`src/rtl/arb_id_pkg.sv`:
```
package arb_id_pkg;
  typedef struct packed {
    logic loadWr;
    logic loadInit;
    logic clearId;
    logic takeWinner;
    logic bumpId;
  } arbStrobes_t;
endpackage

```
`src/rtl/arb_id_ctrl.sv`:
```
module arb_id_ctrl
  import arb_id_pkg::*;
#(
  parameter int ID_W = 4
) (
  input  logic            clk,
  input  logic            rstN,
  input  logic            txnDone,
  input  logic            csErr,
  input  logic            accErr,
  input  logic            selfWon,
  input  logic [ID_W-1:0] winnerId,
  input  logic            idWrEn,
  input  logic [ID_W-1:0] idWrData,
  input  logic            initDeassert,
  input  logic            atTop,
  input  logic [ID_W-1:0] arbIdQ,
  output arbStrobes_t     strobes
);
  localparam logic [ID_W-1:0] ID_MAX = {ID_W{1'b1}};

  logic txnGood;
  logic reload;

  always_comb begin
    txnGood = txnDone && !csErr && !accErr;
    reload  = idWrEn || initDeassert;
    strobes = '0;
    if (idWrEn)            strobes.loadWr     = 1'b1;
    else if (initDeassert) strobes.loadInit   = 1'b1;
    else if (txnGood) begin
      if (selfWon)         strobes.clearId    = 1'b1;
      else if (atTop)      strobes.takeWinner = 1'b1;
      else                 strobes.bumpId     = 1'b1;
    end
  end

  // own win drops to lowest priority
  p_self_zero_r2: assert property (@(posedge clk) disable iff (!rstN)
    (txnGood && selfWon && !reload) |=> (arbIdQ == '0));

  // ordinary agents step up by one
  p_step_up_r3: assert property (@(posedge clk) disable iff (!rstN)
    (txnGood && !selfWon && !reload && arbIdQ != ID_MAX)
      |=> (arbIdQ == ID_W'($past(arbIdQ) + 1'b1)));

  // agent at the top inherits winner's ID plus one
  p_take_winner_r4: assert property (@(posedge clk) disable iff (!rstN)
    (txnGood && !selfWon && !reload && arbIdQ == ID_MAX)
      |=> (arbIdQ == ID_W'($past(winnerId) + 1'b1)));

  // failed or absent messages leave the ID alone
  p_fail_hold_r5: assert property (@(posedge clk) disable iff (!rstN)
    (!txnGood && !reload) |=> $stable(arbIdQ));

  // a write always wins
  p_write_load_r6: assert property (@(posedge clk) disable iff (!rstN)
    idWrEn |=> (arbIdQ == $past(idWrData)));
endmodule

```
`src/rtl/arb_id_dp.sv`:
```
module arb_id_dp
  import arb_id_pkg::*;
#(
  parameter int ID_W   = 4,
  parameter int VIEW_W = 32,
  parameter int ID_LSB = 24
) (
  input  logic              clk,
  input  logic              rstN,
  input  arbStrobes_t       strobes,
  input  logic [ID_W-1:0]   winnerId,
  input  logic [ID_W-1:0]   idWrData,
  output logic              atTop,
  output logic [ID_W-1:0]   arbIdQ,
  output logic [VIEW_W-1:0] regView
);
  localparam logic [ID_W-1:0] ID_MAX = {ID_W{1'b1}};

  logic [ID_W-1:0] agentIdQ;
  logic [ID_W-1:0] arbIdNext;

  always_ff @(posedge clk) begin
    if (!rstN)               agentIdQ <= '0;
    else if (strobes.loadWr) agentIdQ <= idWrData;
  end

  always_comb begin
    arbIdNext = arbIdQ;
    unique case (1'b1)
      strobes.loadWr:     arbIdNext = idWrData;
      strobes.loadInit:   arbIdNext = agentIdQ;
      strobes.clearId:    arbIdNext = '0;
      strobes.takeWinner: arbIdNext = winnerId + 1'b1;
      strobes.bumpId:     arbIdNext = arbIdQ + 1'b1;
      default:            arbIdNext = arbIdQ;
    endcase
  end

  always_ff @(posedge clk) begin
    if (!rstN) arbIdQ <= '0;
    else       arbIdQ <= arbIdNext;
  end

  assign atTop = (arbIdQ == ID_MAX);

  always_comb begin
    regView = '0;
    regView[ID_LSB +: ID_W] = arbIdQ;
  end

  // INIT deassert restores the stored agent ID
  p_init_reload_r7: assert property (@(posedge clk) disable iff (!rstN)
    strobes.loadInit |=> (arbIdQ == $past(agentIdQ)));

  // at most one strobe from control per cycle
  p_one_strobe_r9: assert property (@(posedge clk) disable iff (!rstN)
    $onehot0(strobes));
endmodule

```
`src/rtl/arb_id_tracker.sv`:
```
module arb_id_tracker
  import arb_id_pkg::*;
#(
  parameter int ID_W   = 4,
  parameter int VIEW_W = 32,
  parameter int ID_LSB = 24
) (
  input  logic              clk,
  input  logic              rstN,
  input  logic              txnDone,
  input  logic              csErr,
  input  logic              accErr,
  input  logic              selfWon,
  input  logic [ID_W-1:0]   winnerId,
  input  logic              idWrEn,
  input  logic [ID_W-1:0]   idWrData,
  input  logic              initDeassert,
  output logic [ID_W-1:0]   arbId,
  output logic [VIEW_W-1:0] regView
);
  arbStrobes_t strobes;
  logic        atTop;

  arb_id_ctrl #(.ID_W(ID_W)) u_ctrl (
    .clk(clk), .rstN(rstN), .txnDone(txnDone), .csErr(csErr), .accErr(accErr),
    .selfWon(selfWon), .winnerId(winnerId), .idWrEn(idWrEn), .idWrData(idWrData),
    .initDeassert(initDeassert), .atTop(atTop), .arbIdQ(arbId), .strobes(strobes)
  );

  arb_id_dp #(.ID_W(ID_W), .VIEW_W(VIEW_W), .ID_LSB(ID_LSB)) u_dp (
    .clk(clk), .rstN(rstN), .strobes(strobes), .winnerId(winnerId),
    .idWrData(idWrData), .atTop(atTop), .arbIdQ(arbId), .regView(regView)
  );
endmodule

```
`config.mk`:
```
export PLATFORM = sky130hd
export DESIGN_NAME = arb_id_tracker
export DESIGN_NICKNAME = d
export VERILOG_FILES = /design/src/rtl/arb_id_pkg.sv /design/src/rtl/arb_id_ctrl.sv /design/src/rtl/arb_id_dp.sv /design/src/rtl/arb_id_tracker.sv
export SDC_FILE = /design/constraint.sdc
export NUM_CORES = 1
export LEC_CHECK = 0
export BUFFER_PORTS_ARGS = -buffer_cell sky130_fd_sc_hd__buf_2
export CAP_MARGIN = 20
export CORE_AREA = 5 5 52 59
export DETAILED_ROUTE_END_ITERATION = 8
export DIE_AREA = 0 0 57 64
export PLACE_DENSITY = 0.66
export SYNTH_ARGS = -nofsm -noshare
export SYNTH_HDL_FRONTEND = slang
export SYNTH_HIERARCHICAL = 1
export SYNTH_SLANG_ARGS = --single-unit
export TNS_END_PERCENT = 50
```
`constraint.sdc`:
```
create_clock -name clk -period 6.3 [get_ports clk]
set_input_delay 0.63 -clock clk [delete_from_list [all_inputs] [get_ports clk]]
set_output_delay 0.63 -clock clk [all_outputs]
set_load 0.05 [all_outputs]
```
### Word level (Yosys, flattened, before mapping)

Index checks and enable logic that the tools add are counted.

| operators by class | value |
|---|---|
| add/subtract/negate cells | 2 |
| equality and inequality tests | 1 |
| muxes and demuxes | 10 |
| reduce and logical (&&, ||, !) cells | 5 |

Operators by type and width:

| operator | number |
|---|---|
| 4-bit one-hot mux with 5 select lines | 1 |
| 4-bit by 1-bit adder with 4-bit output (second input constant) | 2 |
| 3-bit 2-to-1 mux | 2 |
| 1-bit 2-to-1 mux | 5 |
| 5-bit nonzero test | 1 |
| 4-bit == test (second input constant) | 1 |
| 4-bit 2-to-1 mux | 1 |
| 1-bit logical AND | 2 |
| 1-bit zero test | 2 |
| 2-bit 2-to-1 mux | 1 |

| word-level totals | value |
|---|---|
| bits in registers | 8 |
| input bits | 16 |
| output and inout port bits | 36 |
| word-level logic and storage cells | 20 |

### Longest topological paths before layout

| logic depth | value |
|---|---|
| depth in word-level cells | 7 |
| mapped depth | 11 |
| gate-level depth less buffers | 10 |

### Cells and area by module

Netlist, hierarchy kept.

By module, submodules not included:

| module | times used | cells an instance | area each (µm²) | seq. area each (µm²) |
|---|---|---|---|---|
| arb_id_dp | 1 | 89 | 747.0 | 160.2 |
| arb_id_ctrl | 1 | 8 | 61.3 | 0.0 |

### Worst setup path after synthesis

No wires, ideal clock.

| path | value |
|---|---|
| path kind | register -> register |
| from | register u_dp.arbIdQ[0] |
| to | register u_dp.arbIdQ[2] |
| data arrival time | 2.372 ns |
| data required time | 6.179 ns |
| slack | 3.807 ns |
| stages on the path, launching flop included | 12 |
| period minus slack after synthesis | 2.493 ns |
| path through | dfxtp_1 nand3_1 nor2_1 nor2_1 and3_2 buf_6 mux2_4 ha_1 xnor2_1 o221ai_1 a31oi_1 a21boi_1 |

RTL lines:

| what | RTL line | RTL |
|---|---|---|
| start: declaration | arb_id_dp.sv:14 | `output logic [ID_W-1:0] arbIdQ,` |
| start signal: assignment | arb_id_dp.sv:41 | `else arbIdQ <= arbIdNext;` |

==> summary.md <==
| Metric | Value |
|---|---|
| Run status | `completed` |
| Largest net degree at the start of global routing | `13` |
| Placer congestion estimate | `0.873` |
| Final setup vio count | `0` |
| CTS Buf Count | `3` |
| Slack of the critical path | `3.93 ns` |
| Dpl ws | `3.69 ns` |
| # rows | `19` |
| Post-synth cell types | `34` |
| Largest fanout on the critical path | `12` |
| Vias per cell | `4.61` |
| Leakage power | `0.406 nW` |
| Synth-to-Final Area Change | `1.39%` |
| CTS clk-pin slew, worst paths | `0.06 ns` |
| CTS sink cnt | `8` |
| DPL Wire Length | `1.43 mm` |
| WL per Instance | `11.7 µm` |
| Nets | `134` |
| Antenna violations before repair | `0` |
| Hold Startpoint | `u_dp/agentIdQ[3]` |
| DRT antenna net count | `0` |
| Synth top area cells | `buf_4 (32%), dfxtp_1 (20%), mux2i_1 (6.2%)` |
| GR Overflow Total | `0` |
| Synthesized cell area | `808 µm²` |
| Ys flop type | `dfxtp_1` |
| Critical path's slowest cell | `mux2_2` |
| H-tree depth | `1` |
| Fraction of layout cells with a size suffix above 1 | `29.6%` |
| Ant. Diodes | `0` |
| # DRC | `0` |
| Max Slew Vio Count | `0` |
| Max clock buf depth | `2` |
| Total track usage | `9.25%` |
| Signal arrival time at the worst endpoint | `2.51 ns` |
| Power, Total | `0.000171 W` |
| CP Launch Type | `input port` |
| 1st-iter DRT viols | `11` |
| Most frequent cells in the layout | `conb_1 (28), buf_2 (23), dfxtp_1 (8)` |
| Setup TNS | `0 ns` |
| Maximum vdd drop | `0.0593 mV` |
| Worst-skew pair later-pin latency | `0.25 ns` |
| Post-synthesis sequential area ratio | `19.8%` |
| CP max stage delay | `0.36 ns` |
| WL final | `1.71 mm` |
| Height of the die | `64 µm` |
| Worst Setup SP | `idWrEn` |
| Clock skew | `0.00485 ns` |
| First-pass GRT wire length | `2.70 mm` |
| Fmax | `422 MHz` |
| Post-synth ARST share | `0%` |
| Critical Path End Type | `flop` |
| Ys Warns | `6` |
| Layout Utilization | `33.8%` |
| Period utilisation layout | `37.6%` |
| Total power per unit cell area | `209 nW/µm²` |
| Post-synth top area share | `31.6%` |
| Fin crit period | `2.37 ns` |
| Worst R2R Start | `u_dp/arbIdQ[1]` |
| Drt pass-1 iters | `4` |
| Mapped Cells | `97` |
| Die Wd | `57 µm` |
| Clk root buf | `clkbuf_4` |
| Initial core utilization | `33.3%` |
| Post-cts hold buffer count | `0` |
| Area of the die | `3650 µm²` |
| Post-synth top area cell | `buf_4` |
| Post-synth EDFFs | `0` |
| Mapped Avg Cell Area | `8.33 µm²` |
| Post-CTS Resized | `0` |
| Max-Cap Viols | `0` |
| RSZ-0062 raised after global routing | `no` |
| Register bit total from synthesis | `8` |
| I/O pin count | `52` |
| CTS tree | `built` |
| PortBufs | `23` |
| Number of hold violations in the final report | `0` |
| # Post-CTS Setup Buffers | `0` |
| Vias post-DR | `673` |
| Worst min-delay path class | `reg -> reg` |
| Required @ worst endpoint | `6.44 ns` |
| WS Path Type | `in -> reg` |
| Vias in the first global route | `652` |
| Commonest non-fill, non-tap cell in the layout | `conb_1` |
| Core area | `2420 µm²` |
| Crit path cell chain | `buf_2 > nor3_2 > and3_2 > mux2_2 > ha_1 > xnor2_1 > o221ai_1 > a31oi_1 > a21boi_1` |
## flip-flops by register name, indices dropped and copies added (netlist names)
register and flops:
u_dp/arbIdQ 4, u_dp/agentIdQ 4
## report_power, final
part | switching (W) | internal (W) | leakage (nW) | total (W)
combinational | 0.0000608 | 0.0000141 | 0.326 | 0.0000749
clock | 0.0000176 | 0.0000218 | 0.0138 | 0.0000394
sequential | 0.00000297 | 0.0000539 | 0.0660 | 0.0000568
## worst paths after layout
path                      endpoint  slack [ns]  depth (start not counted)
setup / recovery    u_dp/arbIdQ[2]        3.93                          9
hold / removal    u_dp/agentIdQ[3]        0.50                          2
setup reg to reg    u_dp/arbIdQ[2]        4.05                         10
hold reg to reg   u_dp/agentIdQ[3]        0.50                          2
## synth_stat cells, types with 4 or more instances
cell type	count
dfxtp_1	8
o21ai_0	4
buf_4	34
mux2i_1	5
nor2b_1	4
nand2_1	7
## metrics by stage
step           hold WS, ns  instance area, µm²  std cells
2_1_floorplan        0.456                 910        124
3_3_place_gp         0.484                 797        143
3_5_place_dp         0.488                 797        143
4_1_cts              0.498                 820        146
5_1_grt              0.541                 820        146
6_report             0.498                 820        146
## cell families after synthesis
family	Yosys count	synth area share, %
AO/OA/AOI/OAI	14	12.2
XOR/XNOR	2	2.17
adder cells (fa/ha/maj)	1	1.55
buffers and inverters	37	33.9
flip-flops	8	19.8
multiplexers	7	9.44
other	1	0.464
AND/OR/NAND/NOR	27	20.4
## routing by layer
layer  up-vias  global-route usage (%)  share of wire [%]
met1       315                    10.6                 37
li1        308                       -                  -
met3         4                    3.62                 13
met2        46                    15.6                 48
met5         -                       0                  0
met4         0                    3.19                1.5
## worst max-delay path, delay by kind of cell
kind            cells  cell delay, ns
compound gates      3            0.38
fa+ha+maj           1            0.23
simple gates        2            0.56
buf+inv             1            0.19
mux                 1            0.36
xor+xnor            1            0.15
## cell type report
| class | instances | area, µm² |
|---|---|---|
| flip-flops and latches | 8 | 160 |
| inverters | 2 | 7.51 |
| fillers | 267 | 1610 |
| clock buffers | 3 | 22.5 |
| well taps | 31 | 38.8 |
| multi-input cells | 79 | 475 |
| repair buffers | 23 | 115 |
Note: power is estimated with default switching activity, not from simulation.
